===== src/rtl/gpio_irq_pkg.sv =====
package gpio_irq_pkg;
    localparam int unsigned DW       = 16;        // bus word width
    localparam int unsigned REGW     = 2 * DW;    // logical register width
    localparam int unsigned NPIN     = 32;        // bidirectional pins
    localparam int unsigned NOUT     = 18;        // output-only pins
    localparam int unsigned NREG     = 8;         // logical registers
    localparam int unsigned IDXW     = $clog2(NREG);
    localparam int unsigned AW       = IDXW + 1;  // word address width
    localparam int unsigned SYNC_LEN = 2;

    typedef enum logic [IDXW-1:0] {
        RG_PDATA = 3'd0,
        RG_ODATA = 3'd1,
        RG_DIR   = 3'd2,
        RG_STAT  = 3'd3,
        RG_EN    = 3'd4,
        RG_TYPE  = 3'd5,
        RG_POL   = 3'd6,
        RG_HOLD  = 3'd7
    } reg_idx_e;

    typedef struct packed {
        logic [NPIN-1:0] pdata;
        logic [NOUT-1:0] odata;
        logic [NPIN-1:0] dir;
        logic [NPIN-1:0] status;
        logic [NPIN-1:0] en;
        logic [NPIN-1:0] typ;
        logic [NPIN-1:0] pol;
        logic [NPIN-1:0] hold;
    } gpio_regs_t;

    function automatic logic [REGW-1:0] put_half(input logic [REGW-1:0] old,
                                                 input logic [DW-1:0]   wd,
                                                 input logic            upper);
        logic [REGW-1:0] v;
        v = old;
        if (upper) v[REGW-1:DW] = wd;
        else       v[DW-1:0]    = wd;
        return v;
    endfunction
endpackage


===== src/rtl/gpio_sync.sv =====
module gpio_sync
    import gpio_irq_pkg::*;
#(
    parameter int unsigned W      = NPIN,
    parameter int unsigned STAGES = SYNC_LEN
) (
    input  logic         clk,
    input  logic         rst_n,
    input  logic [W-1:0] din,
    output logic [W-1:0] dout
);
    logic [STAGES-1:0][W-1:0] stage_d, stage_q;

    always_comb begin
        stage_d[0] = din;
        for (int k = 1; k < STAGES; k++) begin
            stage_d[k] = stage_q[k-1];
        end
    end

    always_ff @(posedge clk or negedge rst_n) begin
        if (!rst_n) stage_q <= '0;
        else        stage_q <= stage_d;
    end

    assign dout = stage_q[STAGES-1];
endmodule


===== src/rtl/gpio_trig_detect.sv =====
module gpio_trig_detect
    import gpio_irq_pkg::*;
#(
    parameter int unsigned W = NPIN
) (
    input  logic         clk,
    input  logic         rst_n,
    input  logic [W-1:0] lvl_sync,
    input  logic [W-1:0] dir,
    input  logic [W-1:0] typ,
    input  logic [W-1:0] pol,
    output logic [W-1:0] trig
);
    logic [W-1:0] prev_d, prev_q;
    logic [W-1:0] rise, fall;

    always_comb prev_d = lvl_sync;

    always_ff @(posedge clk or negedge rst_n) begin
        if (!rst_n) prev_q <= '0;
        else        prev_q <= prev_d;
    end

    for (genvar g = 0; g < W; g++) begin : g_pin
        logic edge_hit, level_hit;
        assign rise[g]    = lvl_sync[g] & ~prev_q[g];
        assign fall[g]    = ~lvl_sync[g] & prev_q[g];
        assign edge_hit   = pol[g] ? rise[g] : fall[g];
        assign level_hit  = ~(lvl_sync[g] ^ pol[g]);
        assign trig[g]    = ~dir[g] & (typ[g] ? edge_hit : level_hit);
    end

    // a synchronised rising edge can never be seen two cycles running
    p_rise_spaced_r6: assert property (@(posedge clk) disable iff (!rst_n)
        !(|(rise & $past(rise))));
endmodule


===== src/rtl/gpio_reg_file.sv =====
module gpio_reg_file
    import gpio_irq_pkg::*;
(
    input  logic            clk,
    input  logic            rst_n,
    input  logic            bus_sel,
    input  logic            bus_wr,
    input  logic [AW-1:0]   bus_addr,
    input  logic [DW-1:0]   bus_wdata,
    input  logic [NPIN-1:0] pin_sync,
    input  logic [NPIN-1:0] trig,
    output logic [DW-1:0]   bus_rdata,
    output logic [NPIN-1:0] dir_o,
    output logic [NPIN-1:0] typ_o,
    output logic [NPIN-1:0] pol_o,
    output logic [NPIN-1:0] pdata_o,
    output logic [NOUT-1:0] odata_o,
    output logic            irq_o
);
    gpio_regs_t      r_d, r_q;
    reg_idx_e        idx;
    logic            upper;
    logic            wr_hit;
    logic [NPIN-1:0] clr;
    logic [REGW-1:0] rb;

    assign idx    = reg_idx_e'(bus_addr[AW-1:1]);
    assign upper  = bus_addr[0];
    assign wr_hit = bus_sel & bus_wr;

    always_comb begin
        r_d = r_q;
        clr = '0;
        if (wr_hit) begin
            unique case (idx)
                RG_PDATA: r_d.pdata = NPIN'(put_half(REGW'(r_q.pdata), bus_wdata, upper));
                RG_ODATA: r_d.odata = NOUT'(put_half(REGW'(r_q.odata), bus_wdata, upper));
                RG_DIR:   r_d.dir   = NPIN'(put_half(REGW'(r_q.dir),   bus_wdata, upper));
                RG_STAT:  clr       = NPIN'(put_half('0,               bus_wdata, upper));
                RG_EN:    r_d.en    = NPIN'(put_half(REGW'(r_q.en),    bus_wdata, upper));
                RG_TYPE:  r_d.typ   = NPIN'(put_half(REGW'(r_q.typ),   bus_wdata, upper));
                RG_POL:   r_d.pol   = NPIN'(put_half(REGW'(r_q.pol),   bus_wdata, upper));
                RG_HOLD:  r_d.hold  = NPIN'(put_half(REGW'(r_q.hold),  bus_wdata, upper));
                default:  ;
            endcase
        end
        // held bits: sticky with W1C, new events win; through bits: live
        r_d.status = (r_q.hold & ((r_q.status & ~clr) | trig)) | (~r_q.hold & trig);
    end

    always_ff @(posedge clk or negedge rst_n) begin
        if (!rst_n) r_q <= '0;
        else        r_q <= r_d;
    end

    always_comb begin
        rb = '0;
        unique case (idx)
            RG_PDATA: rb = REGW'((r_q.dir & r_q.pdata) | (~r_q.dir & pin_sync));
            RG_ODATA: rb = REGW'(r_q.odata);
            RG_DIR:   rb = REGW'(r_q.dir);
            RG_STAT:  rb = REGW'(r_q.status);
            RG_EN:    rb = REGW'(r_q.en);
            RG_TYPE:  rb = REGW'(r_q.typ);
            RG_POL:   rb = REGW'(r_q.pol);
            RG_HOLD:  rb = REGW'(r_q.hold);
            default:  rb = '0;
        endcase
    end

    assign bus_rdata = upper ? rb[REGW-1:DW] : rb[DW-1:0];
    assign dir_o     = r_q.dir;
    assign typ_o     = r_q.typ;
    assign pol_o     = r_q.pol;
    assign pdata_o   = r_q.pdata;
    assign odata_o   = r_q.odata;
    assign irq_o     = |(r_q.status & r_q.en);

    // a held status bit only drops after a clear was written for it
    p_held_sticky_r8: assert property (@(posedge clk) disable iff (!rst_n)
        !(|($past(r_q.status & r_q.hold & ~clr) & ~r_q.status)));

    // a clear of a held bit with no concurrent trigger leaves it at 0
    p_w1c_clears_r9: assert property (@(posedge clk) disable iff (!rst_n)
        !(|($past(clr & r_q.hold & ~trig) & r_q.status)));

    // a pin that was an output cannot newly set its status bit
    p_out_pin_quiet_r11: assert property (@(posedge clk) disable iff (!rst_n)
        !(|($past(r_q.dir & ~r_q.status) & r_q.status)));

    // with every enable bit clear the interrupt line stays low
    p_irq_needs_enable_r10: assert property (@(posedge clk) disable iff (!rst_n)
        (r_q.en == '0) |-> !irq_o);
endmodule


===== src/rtl/gpio_irq_unit.sv =====
module gpio_irq_unit
    import gpio_irq_pkg::*;
(
    input  logic            clk,
    input  logic            rst_n,
    input  logic            bus_sel,
    input  logic            bus_wr,
    input  logic [AW-1:0]   bus_addr,
    input  logic [DW-1:0]   bus_wdata,
    output logic [DW-1:0]   bus_rdata,
    input  logic [NPIN-1:0] pin_in,
    output logic [NPIN-1:0] pin_out,
    output logic [NPIN-1:0] pin_oe,
    output logic [NOUT-1:0] opin_out,
    output logic            irq_out
);
    logic [NPIN-1:0] pin_sync;
    logic [NPIN-1:0] trig;
    logic [NPIN-1:0] dir, typ, pol;

    gpio_sync #(.W(NPIN), .STAGES(SYNC_LEN)) u_sync (
        .clk  (clk),
        .rst_n(rst_n),
        .din  (pin_in),
        .dout (pin_sync)
    );

    gpio_trig_detect #(.W(NPIN)) u_detect (
        .clk     (clk),
        .rst_n   (rst_n),
        .lvl_sync(pin_sync),
        .dir     (dir),
        .typ     (typ),
        .pol     (pol),
        .trig    (trig)
    );

    gpio_reg_file u_regs (
        .clk      (clk),
        .rst_n    (rst_n),
        .bus_sel  (bus_sel),
        .bus_wr   (bus_wr),
        .bus_addr (bus_addr),
        .bus_wdata(bus_wdata),
        .pin_sync (pin_sync),
        .trig     (trig),
        .bus_rdata(bus_rdata),
        .dir_o    (dir),
        .typ_o    (typ),
        .pol_o    (pol),
        .pdata_o  (pin_out),
        .odata_o  (opin_out),
        .irq_o    (irq_out)
    );

    assign pin_oe = dir;
endmodule


===== config.mk =====
export PLATFORM = sky130hd
export DESIGN_NAME = gpio_irq_unit
export DESIGN_NICKNAME = d
export VERILOG_FILES = /design/src/rtl/gpio_irq_pkg.sv /design/src/rtl/gpio_sync.sv /design/src/rtl/gpio_trig_detect.sv /design/src/rtl/gpio_reg_file.sv /design/src/rtl/gpio_irq_unit.sv
export SDC_FILE = /design/constraint.sdc
export NUM_CORES = 1
export LEC_CHECK = 0
export ABC_CLOCK_PERIOD_IN_PS = 1500
export BUFFER_PORTS_ARGS = -buffer_cell sky130_fd_sc_hd__buf_2
export CAP_MARGIN = 20
export CORE_MARGIN = 5
export CORE_UTILIZATION = 45
export CTS_BUF_LIST = sky130_fd_sc_hd__clkbuf_2 sky130_fd_sc_hd__clkbuf_4 sky130_fd_sc_hd__clkbuf_8
export CTS_CLUSTER_SIZE = 20
export DETAILED_ROUTE_END_ITERATION = 7
export PLACE_DENSITY = 0.66
export REMOVE_ABC_BUFFERS = 1
export SYNTH_ARGS = -nofsm -noshare
export SYNTH_HDL_FRONTEND = slang
export SYNTH_SLANG_ARGS = --single-unit

===== constraint.sdc =====
create_clock -name clk -period 1.5 [get_ports clk]
set_input_delay 0.075 -clock clk [delete_from_list [all_inputs] [get_ports clk]]
set_output_delay 0.075 -clock clk [all_outputs]
set_load 0.05 [all_outputs]

==> reports/results.tsv <==
metric	value	unit
crit path kind	reg2out	
Rows	68	
die width	196.2	um
area grow syn2layout	33.23	%
Fmax	434.6	MHz
status	finished, violations left	
CTS HTree Levels	2	
overall power	0.02917	W
EDFF count, synth	0	
first-pass GRT wire length	72020	um
Fin. Hold Viols	0	
Cells after Synth	1239	
Top delay family on crit path	simple AND/OR/NAND/NOR gates	
routed wire length	46350	um
dominant cell type by area after synthesis	dfrtp_1	
final HPWL from detailed placement	31800	um
Worst Setup End Kind	output pin	
Final setup viols	17	
RSZ-0062 raised after global routing	true	
synth warn	0	
Seq/Total Area, Yosys	54.19	%
ANT cells	0	
initial antenna violation count	3	
CP max FO	2	
Core ar.	34370	um^2
failing checks	negative setup slack	
GR Overflow Total	0	
Residual DRC	0	
Placed Cells	1954	
maximum vdd ir drop	1.037	mV
worst min path class	in2reg	
actual slew at the worst max-slew pin	662.1	ps
WL/cell	21.91	um
vias in the first global route	12187	
Syn Std Cell Area	15610	um^2
hold path start	pin_in[18]	
Final ANT Viol Nets	0	
initial core utilization	45.41	%
gpl congestion	0.9074	
CP required	1420	ps
fillers	2798	
CTS Sinks	338	
NumNets Final	1673	
die area	38510	um^2
cell breakdown of the critical path	a22oi_2 > buf_4 > nand4_1 > or4_4 > buf_6	
first-pass iteration count of the detailed router	5	
crit-path max cell delay	530	ps
Synth top area share	54.19	%
ys async rst share	100.0	%
Vias	11574	
Skew-Pair Late Insertion Delay	620	ps
startpoint type of the worst setup path	flop	
power density cells	1403	nW/um^2
Clock Path Buffers	3	
Setup Skew	32.05	ps
I/O pin count	155	
Non-Filler Instances	2115	
root buffer cell	clkbuf_8	
DR WL met2	21250	um
flops & latches, synth	338	
Leak	9.572	nW
IO Port Bufs	154	
fin worst setup slack	-801.0	ps
Synth area leaders	dfrtp_1 54%, mux2_2 16%, buf_4 4.3%, mux4_2 2.7%, nor2b_1 2.3%	
max layer used	met5	
share of layout cells above drive strength 1	50.78	%
source of the critical timing path	u_regs.r_q[154]	
Worst R2R Start	u_regs.dir_o[28]	
met1 wire length	20380	um
Tmin final	2301	ps
Buf/Inv on CP	2	
critical path data arrival time	2230	ps
setup TNS	-10200	ps
Die Ht	196.2	um
syn avg cell area	12.60	um^2
number of CTS-inserted buffers	57	
Slew Limit Headroom	55.77	%
CTS tree	yes	
multi-input logic area	6598	um^2
total track usage	24.11	%
crit share post-route	153.4	%
top_reg_cell synth	dfrtp_1	
Synth cell types	47	
metal3 WL	3078	um
Max-Cap Viols	0	
FF/Latch Area	8468	um^2
Worst-path clk slew	60	ps
1st-iter DRT viols	651	
Max stage delay cell, worst path	or4_4	
vias per cell	5.472	
largest net degree at the start of global routing	57	
Max Slew Vio Count	0	
==> layout by cell type, fill, tap and decap left out, types with 20 or more instances in the layout <==
cell type / Yosys / layout
a21o_1: 28 / 28
inv_1: 21 / 20
mux2_1: 20 / 20
clkbuf_8: 0 / 71
nor3_1: 35 / 35
dlygate4sd3_1: 0 / 49
buf_12: 0 / 26
nor2b_1: 57 / 57
dfrtp_1: 338 / 330
nand2_1: 77 / 76
buf_2: 27 / 107
buf_6: 4 / 28
clkbuf_4: 0 / 22
a31oi_1: 30 / 30
mux2_2: 215 / 214
mux2i_1: 33 / 33
o21ai_0: 47 / 37
buf_4: 89 / 250
==> state kept, by name, summed over array words and instances (netlist names) <==
signal           flops
u_detect.prev_q     32
u_regs.typ_o        32
u_sync.dout         32
u_regs.odata_o      18
u_sync.stage_d      32
u_regs.pdata_o      32
u_regs.r_q          96
u_regs.dir_o        32
u_regs.pol_o        32
==> logic make-up after synthesis <==
logic type | share of synthesized area, %
AND/OR/NAND/NOR | 7.079
AO/OA/AOI/OAI | 10.13
flip-flops | 54.19
buffers and inverters | 6.790
multiplexers | 21.81
==> synthesized netlist by cell type, types with 13 or more instances <==
cell type / n
nor2b_1: 57
buf_2: 27
mux2_2: 215
a21oi_1: 17
mux4_2: 19
a221oi_1: 30
nand2_1: 77
clkbuf_1: 32
a31oi_1: 30
a211oi_1: 13
a21o_1: 28
dfrtp_1: 338
a22oi_1: 16
buf_4: 89
o21ai_0: 47
mux2_1: 20
mux2i_1: 33
inv_1: 21
nor3_1: 35
==> through the flow <==
step                      instance area (um^2)  hold slack, ps  setup slack, ps  utilization (%)
final                                    20790           90.27           -801.0            60.49
after global routing                     20790           69.09           -860.1            60.49
after CTS                                20560           40.99           -825.7            59.82
after detailed placement                 18260           7.657           -392.0            53.13
after global placement                   18260           3.977           -405.1            53.13
after floorplan                          14640          -220.6           -932.8                -
==> power breakdown <==
part | total, W | internal [W] | switching [W] | leakage (nW)
Sequential | 0.0119 | 0.0106 | 0.00126 | 4.19
Combinational | 0.00856 | 0.00403 | 0.00453 | 4.73
Clock | 0.00872 | 0.00492 | 0.00380 | 0.654
Total | 0.0292 | 0.0196 | 0.00960 | 9.57
==> worst reg2reg max path, delay by kind of cell (launching register included) <==
kind / cells / cell delay (ps)
buffers and inverters: 3 / 360
flip-flops: 1 / 390
multiplexers: 1 / 250
==> per-layer routing <==
| metal | vias up | global-route usage (%) |
|---|---|---|
| li1 | 5237 | - |
| met1 | 5831 | 33.55 |
| met2 | 387 | 37.47 |
| met3 | 113 | 5.633 |
| met4 | 6 | 8.223 |
| met5 | - | 0 |
==> layout make-up <==
class,instances,share of cell area [%]
sequential,338,40.72
multi-input combinational,726,31.73
inverter,22,0.4212
clock buffer,84,5.169
timing repair buffer,472,18.52
tap,455,2.738
clock inverter,18,0.6980
==> final timing paths <==
check / cells after the start / endpoint / slack [ps]
min reg2reg: 0 / u_sync.dout[20] / 340
max reg2reg: 4 / u_regs.dir_o[28] / 390
min in group asynchronous: 3 / u_regs.dir_o[31] / 120
max: 5 / irq_out / -800
min: 2 / u_sync.stage_d[50] / 90
max in group asynchronous: 3 / u_sync.dout[5] / 980
==> repair_timing <==
action,CTS,global route
gates resized for setup,121,53
setup endpoints to repair,31,34
hold endpoints to repair,612,0
setup buffers,5,6
pin swaps,38,13
hold buffers,50,0
No activity file was read; power rests on OpenSTA's default activity.
